`src/rtl/blit_step_pkg.sv`:
```
package blit_step_pkg;
    localparam int WRAP_CODE_W = 3;
    localparam int NUM_CHAN    = 3;

    typedef enum logic [1:0] {
        CH_DST = 2'd0,
        CH_SRC = 2'd1,
        CH_PAT = 2'd2
    } chan_e;

    typedef struct packed {
        logic neg_x;
        logic neg_y;
    } blit_dir_t;
endpackage

```
`src/rtl/blit_span_ctr.sv`:
```
module blit_span_ctr
    import blit_step_pkg::*;
#(
    parameter int CW = 10
) (
    input  logic          clk,
    input  logic          rst_n,
    input  logic          load,
    input  logic          step,
    input  logic [CW-1:0] x_last,
    input  logic [CW-1:0] y_last,
    output logic          adv_x,
    output logic          adv_y,
    output logic          busy,
    output logic          done
);
    typedef struct packed {
        logic [CW-1:0] xpos;
        logic [CW-1:0] ypos;
        logic [CW-1:0] xl;
        logic [CW-1:0] yl;
        logic          busy;
        logic          done;
    } ctr_t;

    ctr_t st_d, st_q;
    logic row_end, final_px, take;

    always_comb begin
        row_end  = (st_q.xpos == st_q.xl);
        final_px = row_end && (st_q.ypos == st_q.yl);
        take     = st_q.busy && step && !load;
        adv_x    = take && !row_end;
        adv_y    = take && row_end && !final_px;

        st_d      = st_q;
        st_d.done = 1'b0;
        if (load) begin
            st_d.xpos = '0;
            st_d.ypos = '0;
            st_d.xl   = x_last;
            st_d.yl   = y_last;
            st_d.busy = 1'b1;
        end else if (take) begin
            if (final_px) begin
                st_d.busy = 1'b0;
                st_d.done = 1'b1;
            end else if (row_end) begin
                st_d.xpos = '0;
                st_d.ypos = st_q.ypos + CW'(1);
            end else begin
                st_d.xpos = st_q.xpos + CW'(1);
            end
        end
    end

    always_ff @(posedge clk or negedge rst_n) begin
        if (!rst_n) st_q <= '0;
        else        st_q <= st_d;
    end

    assign busy = st_q.busy;
    assign done = st_q.done;
endmodule

```
`src/rtl/blit_chan.sv`:
```
module blit_chan
    import blit_step_pkg::*;
#(
    parameter int AW  = 16,
    parameter int WCW = WRAP_CODE_W
) (
    input  logic           clk,
    input  logic           rst_n,
    input  logic           load,
    input  logic           adv_x,
    input  logic           adv_y,
    input  blit_dir_t      dir,
    input  logic [AW-1:0]  base,
    input  logic [AW-1:0]  pitch,
    input  logic [WCW-1:0] wx,
    input  logic [WCW-1:0] wy,
    output logic [AW-1:0]  addr
);
    localparam int RW = 1 << WCW;

    typedef struct packed {
        logic [AW-1:0]  line;
        logic [AW-1:0]  col;
        logic [AW-1:0]  col0;
        logic [AW-1:0]  pitch;
        logic [WCW-1:0] wx;
        logic [WCW-1:0] wy;
        logic [RW-1:0]  row;
    } chan_t;

    chan_t st_d, st_q;
    logic [AW-1:0] ld_wmask, ld_tmask, q_wmask, stride, tile_jump, col_n, line_n;
    logic [RW-1:0] ld_hmask, q_hmask;
    logic [WCW:0]  ld_tsh;
    logic          ld_tile, q_tile;

    always_comb begin
        ld_wmask  = (wx != '0) ? ((AW'(1) << wx) - AW'(1)) : '0;
        ld_hmask  = (RW'(1) << wy) - RW'(1);
        ld_tsh    = {1'b0, wx} + {1'b0, wy};
        ld_tmask  = (AW'(1) << ld_tsh) - AW'(1);
        ld_tile   = (wx != '0) && (wy != '0);
        q_wmask   = (st_q.wx != '0) ? ((AW'(1) << st_q.wx) - AW'(1)) : '0;
        q_hmask   = (RW'(1) << st_q.wy) - RW'(1);
        q_tile    = (st_q.wx != '0) && (st_q.wy != '0);
        stride    = st_q.pitch + AW'(1);
        tile_jump = stride << st_q.wy;
        col_n     = dir.neg_x ? (st_q.col - AW'(1)) : (st_q.col + AW'(1));
        line_n    = dir.neg_y ? (st_q.line - stride) : (st_q.line + stride);

        st_d = st_q;
        if (load) begin
            st_d.wx    = wx;
            st_d.wy    = wy;
            st_d.pitch = pitch;
            st_d.col   = base & ld_wmask;
            st_d.col0  = base & ld_wmask;
            st_d.line  = base & ~ld_wmask;
            st_d.row   = '0;
            if (ld_tile) begin
                st_d.row  = RW'(base >> wx) & ld_hmask;
                st_d.line = base & ~ld_tmask;
            end
        end else if (adv_x) begin
            st_d.col = (st_q.wx != '0) ? (col_n & q_wmask) : col_n;
        end else if (adv_y) begin
            st_d.col  = st_q.col0;
            st_d.line = line_n;
            if (q_tile) begin
                if (!dir.neg_y) begin
                    if (st_q.row == q_hmask) begin
                        st_d.row  = '0;
                        st_d.line = line_n - tile_jump;
                    end else begin
                        st_d.row = st_q.row + RW'(1);
                    end
                end else begin
                    if (st_q.row == '0) begin
                        st_d.row  = q_hmask;
                        st_d.line = line_n + tile_jump;
                    end else begin
                        st_d.row = st_q.row - RW'(1);
                    end
                end
            end
        end
    end

    always_ff @(posedge clk or negedge rst_n) begin
        if (!rst_n) st_q <= '0;
        else        st_q <= st_d;
    end

    assign addr = st_q.line + st_q.col;
endmodule

```
`src/rtl/blit_addr_stepper.sv`:
```
module blit_addr_stepper
    import blit_step_pkg::*;
#(
    parameter int AW  = 16,
    parameter int CW  = 10,
    parameter int WCW = WRAP_CODE_W
) (
    input  logic           clk,
    input  logic           rst_n,
    input  logic           start,
    input  logic           step,
    input  logic           dir_x_neg,
    input  logic           dir_y_neg,
    input  logic [CW-1:0]  x_last,
    input  logic [CW-1:0]  y_last,
    input  logic [AW-1:0]  dst_base,
    input  logic [AW-1:0]  dst_pitch,
    input  logic [AW-1:0]  src_base,
    input  logic [AW-1:0]  src_pitch,
    input  logic [WCW-1:0] src_wrap_w,
    input  logic [WCW-1:0] src_wrap_h,
    input  logic [AW-1:0]  pat_base,
    input  logic [AW-1:0]  pat_pitch,
    input  logic [WCW-1:0] pat_wrap_w,
    input  logic [WCW-1:0] pat_wrap_h,
    output logic [AW-1:0]  dst_addr,
    output logic [AW-1:0]  src_addr,
    output logic [AW-1:0]  pat_addr,
    output logic           busy,
    output logic           done
);
    blit_dir_t     dir_d, dir_q;
    logic          adv_x, adv_y, neg_x_q;
    logic [AW-1:0] base_a  [NUM_CHAN];
    logic [AW-1:0] pitch_a [NUM_CHAN];
    logic [WCW-1:0] wx_a   [NUM_CHAN];
    logic [WCW-1:0] wy_a   [NUM_CHAN];
    logic [AW-1:0] addr_a  [NUM_CHAN];

    always_comb begin
        dir_d = dir_q;
        if (start) begin
            dir_d.neg_x = dir_x_neg;
            dir_d.neg_y = dir_y_neg;
        end
    end

    always_ff @(posedge clk or negedge rst_n) begin
        if (!rst_n) dir_q <= '0;
        else        dir_q <= dir_d;
    end

    assign neg_x_q = dir_q.neg_x;

    always_comb begin
        base_a[CH_DST]  = dst_base;  pitch_a[CH_DST] = dst_pitch;
        wx_a[CH_DST]    = '0;        wy_a[CH_DST]    = '0;
        base_a[CH_SRC]  = src_base;  pitch_a[CH_SRC] = src_pitch;
        wx_a[CH_SRC]    = src_wrap_w; wy_a[CH_SRC]   = src_wrap_h;
        base_a[CH_PAT]  = pat_base;  pitch_a[CH_PAT] = pat_pitch;
        wx_a[CH_PAT]    = pat_wrap_w; wy_a[CH_PAT]   = pat_wrap_h;
    end

    blit_span_ctr #(.CW(CW)) u_span (
        .clk(clk), .rst_n(rst_n), .load(start), .step(step),
        .x_last(x_last), .y_last(y_last),
        .adv_x(adv_x), .adv_y(adv_y), .busy(busy), .done(done)
    );

    for (genvar g = 0; g < NUM_CHAN; g++) begin : g_chan
        blit_chan #(.AW(AW), .WCW(WCW)) u_chan (
            .clk(clk), .rst_n(rst_n), .load(start),
            .adv_x(adv_x), .adv_y(adv_y), .dir(dir_q),
            .base(base_a[g]), .pitch(pitch_a[g]),
            .wx(wx_a[g]), .wy(wy_a[g]), .addr(addr_a[g])
        );
    end

    assign dst_addr = addr_a[CH_DST];
    assign src_addr = addr_a[CH_SRC];
    assign pat_addr = addr_a[CH_PAT];
endmodule

```
`config.mk`:
```
export PLATFORM = sky130hd
export DESIGN_NAME = blit_addr_stepper
export DESIGN_NICKNAME = d
export VERILOG_FILES = /design/src/rtl/blit_step_pkg.sv /design/src/rtl/blit_span_ctr.sv /design/src/rtl/blit_chan.sv /design/src/rtl/blit_addr_stepper.sv
export SDC_FILE = /design/constraint.sdc
export NUM_CORES = 1
export LEC_CHECK = 0
export CORE_AREA = 4 4 371 227
export CTS_CLUSTER_SIZE = 16
export DETAILED_ROUTE_END_ITERATION = 16
export DIE_AREA = 0 0 375 231
export DONT_BUFFER_PORTS = 1
export RECOVER_POWER = 100
export SLEW_MARGIN = 10
export SYNTH_ARGS = -nofsm -noshare
export SYNTH_HDL_FRONTEND = slang
export SYNTH_HIERARCHICAL = 1
export SYNTH_SLANG_ARGS = --single-unit
```
`constraint.sdc`:
```
create_clock -name clk -period 5 [get_ports clk]
set_clock_uncertainty 0.2 [all_clocks]
set_input_delay 1.25 -clock clk [delete_from_list [all_inputs] [get_ports clk]]
set_output_delay 1.25 -clock clk [all_outputs]
set_load 0.1 [all_outputs]
```
After elaboration in Yosys (flattened, before gate mapping)
Index checks and enable logic that the tools add are counted.
Storage, ports and cells
  flip-flop bits (word level): 248
  input bits: 134
  logic and storage cells: 194
Operators by class
  add/sub/neg operators: 40
  eq/ne operators: 6
  shifts and indexed selects: 14
  mux-type cells: 59
  bitwise operators: 14
  reductions and logical operators: 36
Operators with widths (count)
  16-bit two-way mux: 28
  32-bit two-way mux: 6
  16-bit adder: 8
  16-bit bitwise AND: 8
  8-bit two-way mux: 16
  16-bit by 1-bit subtractor with 16-bit output (second input constant): 7
  16-bit by 1-bit adder with 16-bit output (second input constant): 6
  16-bit subtractor: 5
  16-bit inverter: 4
  1-bit by 3-bit left shift with 16-bit output (first input constant): 4
  20-bit two-way mux: 3
  1-bit by 3-bit left shift with 8-bit output (first input constant): 4
  1-bit by 4-bit left shift with 16-bit output (first input constant): 2
  16-bit by 3-bit left shift with 16-bit output: 2
  16-bit by 3-bit >> shifter with 8-bit output: 2
  16-bit by 2-bit subtractor with 16-bit output (second input constant): 2
  8-bit by 2-bit subtractor with 8-bit output (second input constant): 4
  3-bit nonzero test: 9
  10-bit by 1-bit adder with 10-bit output (second input constant): 2
  10-bit equality test: 2
  10-bit two-way mux: 2
  8-bit by 1-bit adder with 8-bit output (second input constant): 2
  8-bit bitwise AND: 2
  8-bit equality test: 2
  11 further kinds: 37

Depth between registers and ports, before layout
  depth after elaboration: 10
  mapped depth: 27
  depth with buffers taken out: 25

Hierarchy
Netlist, hierarchy kept.
Modules (own cells, without submodules)
  blit_chan (g_chan[1].u_chan): times used 1, cells each 1262, area an instance 9771.9 µm²
  blit_chan (g_chan[2].u_chan): times used 1, cells each 1235, area an instance 9681.8 µm²
  blit_chan (g_chan[0].u_chan): times used 1, cells each 1230, area an instance 9666.8 µm²
  blit_span_ctr: times used 1, cells each 186, area an instance 2092.0 µm²
  blit_addr_stepper: times used 1, cells each 5, area an instance 76.3 µm²

Worst setup path after synthesis
OpenSTA, ideal clock, no wires.
  path kind: register to output
  start point: register g_chan[2].u_chan/st_q[46] in the netlist's numbering
  end point: output pat_addr[14]
  arrival time: 4.015 ns
  data required time: 3.550 ns
  setup slack: -0.465 ns
  cell stages (with the launch flop): 15
  path through: dfrtp_1 -> ha_1 -> inv_1 -> fa_1 -> nor2b_1 -> o21ai_0 -> a21boi_0 -> o21ai_0 -> a21boi_0 -> o21ai_0 -> nand2b_1 -> a311oi_1 -> o41ai_1 -> a21oi_1 -> xnor2_1
Between the ends
  longest elaborated chain between the ends: 1
Ends and longest elaborated chain
  start: declaration: RTL line blit_chan.sv:31  | chan_t st_d, st_q;
  start signal: assignment: RTL line blit_chan.sv:91  | else st_q <= st_d;
  16-bit adder: RTL line blit_chan.sv:94  | assign addr = st_q.line + st_q.col;
  end: declaration: RTL line blit_addr_stepper.sv:28  | output logic [AW-1:0] pat_addr,
No other way between the ends.

Final worst setup path
  start point: register g_chan[1].u_chan/st_q[14] in the netlist's numbering
  end point: register g_chan[1].u_chan/st_q[76] in the netlist's numbering
Between the ends
  longest elaborated chain between the ends: 10
  elaborated cells between the ends (all ways): 14
  classes of those cells: 5 x add/sub; 1 x shift; 8 x mux
Ends and longest elaborated chain
  start: declaration: RTL line blit_chan.sv:31
  start signal: assignment: RTL line blit_chan.sv:91
  16-bit by 1-bit adder with 16-bit output *: RTL line blit_chan.sv:46  | stride = st_q.pitch + AW'(1);
  16-bit adder / 16-bit subtractor (equally long branches): RTL line blit_chan.sv:49  | line_n = dir.neg_y ? (st_q.line - stride) : (st_q.line + stride);
  16-bit two-way mux: RTL line blit_chan.sv:49
  16-bit subtractor / 16-bit adder (equally long branches): RTL line blit_chan.sv:73, blit_chan.sv:80
  16-bit two-way mux (on tied branches): RTL line blit_chan.sv:71, blit_chan.sv:78
  16-bit two-way mux: RTL line blit_chan.sv:70  | if (!dir.neg_y) begin
  16-bit two-way mux *: RTL line blit_chan.sv:69  | if (q_tile) begin
  32-bit two-way mux *: RTL line blit_chan.sv:66  | end else if (adv_y) begin
  16-bit two-way mux *: RTL line blit_chan.sv:64  | end else if (adv_x) begin
  32-bit two-way mux *: RTL line blit_chan.sv:52  | if (load) begin
Mark *: on every way between the ends. The rest lies on a longest branch, timed or not. The select of a mux whose other input is x is not followed.
A chain may end at the register's enable or synchronous reset.

==> implementation parameters <==
Parameter                              Value

Global route
  Grt total ovfl ... 0
  Via count of the first global-routing pass ... 27409
  Pin count of the biggest net entering global routing ... 332
  Wire length of the first global-routing pass ... 167000 µm
  Antenna violations before repair ... 3
  Global-route total usage across every layer ... 0.241

Routing
  Average detailed-routed wire length per instance ... 20.9 µm
  Routed WL ... 110000 µm
  Initial detailed-routing violation count ... 2973
  Mean number of vias per cell ... 5.84
  DR pass1 iterations ... 6
  Met3 routed WL ... 12200 µm
  Overall via count from detail_route ... 30748
  Wire length on met1 ... 54900 µm
  Number of nets with antenna violations after detailed routing ... 0
  Detail Route met2 WL ... 41200 µm
  Highest layer used for signal routing ... met5
  Final routed DRC violation total ... 0

Yosys
  Area of the mapped netlist ... 31300 µm²
  Cell count after synthesis ... 3918
  Warnings from Yosys ... 6
  Flip-flop and latch count after synthesis ... 278
  Async SR Flop Fraction ... 1.00
  Count of flip-flops with a built-in enable after synthesis ... 0
  Average footprint of a synthesized cell ... 7.99 µm²
  Part of the Yosys area used for sequential elements ... 0.222
  Number of unique standard cell types used by synthesis ... 128
  Leading register cell type out of synthesis ... sky130_fd_sc_hd__dfrtp_1

Finish
  Final core utilization ... 0.467
  Commonest non-fill, non-tap cell in the layout ... sky130_fd_sc_hd__buf_4
  Count of nets after finishing ... 4572
  Fillers ... 7899
  Finished Cell Area ... 37700 µm²
  Commonest non-fill, non-tap cells in the layout ... sky130_fd_sc_hd__buf_4 (365), sky130_fd_sc_hd__nand2_1 (309), sky130_fd_sc_hd__nor2_1 (308)
  Area overhead of the layout relative to synthesis ... 20.6%
  Share of layout cells above drive strength 1 ... 0.217
  Non-Filler Instances ... 5269

Worst setup path
  Critical path startpoint ... g_chan[1].u_chan/st_q[14]$_DFFE_PN0P_
  Endpoint class of the critical path ... flip-flop
  Worst Path Required ... 5.21 ns
  Peak fanout along the critical path ... 6
  FF-to-FF path depth ... 22
  Endpoint of the most critical register-to-register path ... g_chan[1].u_chan/st_q[76]$_DFFE_PN0P_
  Worst R2R Start ... g_chan[1].u_chan/st_q[14]$_DFFE_PN0P_
  Category of the worst setup path launch point ... flip-flop
  WS Path Type ... reg -> reg
  Worst Setup EP ... g_chan[1].u_chan/st_q[76]$_DFFE_PN0P_
  Reg-to-reg setup timing slack ... -0.002 ns
  Crit path DAT ... 5.21 ns

Floorplanning
  Die span in y ... 231 µm
  Floorplan die area ... 86600 µm²
  Core Rows ... 81
  Area of the core region ... 80800 µm²
  Floorplan die width ... 375 µm
  Io pins ... 184
  Starting density of the core ... 0.387

Place
  Setup Slack @ Placement ... -0.192 ns
  Detailed placement HPWL ... 83800 µm
  Area of placed instances ... 34600 µm²
  Last weighted congestion value of the routability-driven placer ... 0.966
  Instance count after placement with tap cells included ... 5129
  Port Buffers ... 0

Timing
  Max Slew Vio Count ... 0
  Highest clock frequency the design can meet ... 200 MHz
  Tcrit/Tclk final ... 1.00
  Setup TNS after final layout ... -0.00163 ns
  Tightest Pin Transition ... 1.45 ns
  Setup violators final ... 1
  Max_slew headroom ... 0.0318
  Hold violation count in the final report ... 0
  Unrepaired setup endpoints after global routing ... yes
  Clock period minus worst slack ... 5.00 ns
  Worst setup slack after layout ... -0.00163 ns
  Final Hold Slack ... 0.188 ns

Clock network
  Number of clock sinks seen by CTS ... 278
  Depth of the CTS H-tree ... 2
  Skew-Pair Late Insertion Delay ... 0.57 ns
  CTS tree ... yes
  Buffer type at the clock tree root ... sky130_fd_sc_hd__clkbuf_16
  Cts hold-fix bufs ... 0
  Maximum count of clock buffers along a single path ... 3
  CTS clock-pin slew for the worst setup and hold paths ... 0.06 ns
  TritonCTS Buffers ... 35

Power and ir drop
  PnR Total Power ... 22.8 mW
  Pwr dens ... 605 nW/µm²
  Worst-case vdd ir drop ... 0.579 mV
  Leakage power ... 16.4 nW

Run
  Maximum capacitance violations ... 0

Hold path
  Type of the tightest min-delay check ... in -> async

Run status
  Violated checks ... negative setup slack
  Run status ... finished with violations
## final cells by class
class,instances,area (µm²),area share
sequential,278,6970,0.185
multi-input combinational,3209,24100,0.639
timing repair buffer,392,3090,0.0819
antenna,1,2.50,0.0000663
inverter,247,927,0.0246
clock buffer,46,988,0.0262
tap,1079,1350,0.0358
clock inverter,17,289,0.00766
## metal layers
layer / up-vias / global-route usage
li1: 14735 / -
met4: 4 / 0.0462
met2: 1224 / 0.305
met1: 14674 / 0.384
met3: 111 / 0.0804
met5: - / 0
## sequential cells by signal, summed over array words and instances (netlist names)
signal and flops:
neg_x_q 1, u_span/busy 1, u_span/st_q 40, u_span/done 1, dir_q 1, g_chan.u_chan/st_q 234
## worst min path at each step
| stage | start | to | slack [ns] | depth (start not counted) |
|---|---|---|---|---|
| floorplan | g_chan[0].u_chan/st_q[38]$_DFFE_PN0P_ | g_chan[0].u_chan/st_q[38]$_DFFE_PN0P_ | 0.26 | 1 |
| global placement | g_chan[2].u_chan/st_q[42]$_DFFE_PN0P_ | g_chan[2].u_chan/st_q[42]$_DFFE_PN0P_ | 0.28 | 1 |
| detailed placement | g_chan[0].u_chan/st_q[40]$_DFFE_PN0P_ | g_chan[0].u_chan/st_q[40]$_DFFE_PN0P_ | 0.29 | 1 |
| CTS | rst_n | u_span/done$_DFF_PN0_ | 0.14 | 0 |
| global route | rst_n | u_span/st_q[34]$_DFFE_PN0P_ | 0.14 | 0 |
| finish | rst_n | u_span/st_q[33]$_DFFE_PN0P_ | 0.19 | 0 |
## worst max-delay path: stages (launching register included)
cell and delay, ns:
sky130_fd_sc_hd__dfrtp_1 0.41, sky130_fd_sc_hd__buf_6 0.15, sky130_fd_sc_hd__and3_4 0.18, sky130_fd_sc_hd__nor4_1 0.25, sky130_fd_sc_hd__o311a_1 0.27, sky130_fd_sc_hd__and4_4 0.25
sky130_fd_sc_hd__nor2_2 0.05, sky130_fd_sc_hd__xor2_1 0.16, sky130_fd_sc_hd__ha_1 0.31, sky130_fd_sc_hd__buf_4 0.14, sky130_fd_sc_hd__a221o_1 0.34, sky130_fd_sc_hd__a21oi_2 0.18
sky130_fd_sc_hd__xnor2_2 0.16, sky130_fd_sc_hd__ha_1 0.29, sky130_fd_sc_hd__nor4_2 0.26, sky130_fd_sc_hd__inv_1 0.12, sky130_fd_sc_hd__o21ai_2 0.16, sky130_fd_sc_hd__a21oi_2 0.09
sky130_fd_sc_hd__o31ai_2 0.24, sky130_fd_sc_hd__xnor2_1 0.15, sky130_fd_sc_hd__o221ai_1 0.16, sky130_fd_sc_hd__a221oi_2 0.24, sky130_fd_sc_hd__a211oi_1 0.08
## timing repair
| item | CTS | global route |
|---|---|---|
| endpoints found under the setup margin | 27 | 37 |
| resized for setup | 60 | 232 |
| pin swaps | 24 | 138 |
| setup buffers | 25 | 51 |
## power breakdown
part	internal (mW)	switching, mW	leakage (nW)
registers	2.53	0.628	3.50
clock network	1.77	1.15	0.625
logic	7.01	9.76	12.3
total	11.3	11.5	16.4
## cell families after synthesis
group | count (synthesis) | share of synthesized area
simple gates | 1214 | 0.195
other cells | 1 | 0.000120
compound gates | 1199 | 0.249
flops | 278 | 0.222
fa+ha+maj | 276 | 0.115
xor+xnor | 285 | 0.0819
mux | 213 | 0.0775
buf+inv | 452 | 0.0592
## Yosys cell counts (82+ instances only)
| master | instances | area (µm²) |
|---|---|---|
| sky130_fd_sc_hd__o21ai_0 | 307 | 1540 |
| sky130_fd_sc_hd__mux2_2 | 90 | 1010 |
| sky130_fd_sc_hd__nor3_1 | 87 | 435 |
| sky130_fd_sc_hd__nor2_1 | 324 | 1220 |
| sky130_fd_sc_hd__mux2i_1 | 108 | 1080 |
| sky130_fd_sc_hd__nand3_1 | 106 | 531 |
| sky130_fd_sc_hd__inv_1 | 241 | 905 |
| sky130_fd_sc_hd__nand2_1 | 315 | 1180 |
| sky130_fd_sc_hd__clkbuf_1 | 141 | 529 |
| sky130_fd_sc_hd__nor2b_1 | 82 | 513 |
| sky130_fd_sc_hd__xor2_1 | 105 | 920 |
| sky130_fd_sc_hd__xnor2_1 | 173 | 1520 |
| sky130_fd_sc_hd__a21oi_1 | 284 | 1420 |
| sky130_fd_sc_hd__ha_1 | 257 | 3220 |
| sky130_fd_sc_hd__dfrtp_1 | 278 | 6960 |
Power figures use the tool's default switching activity.
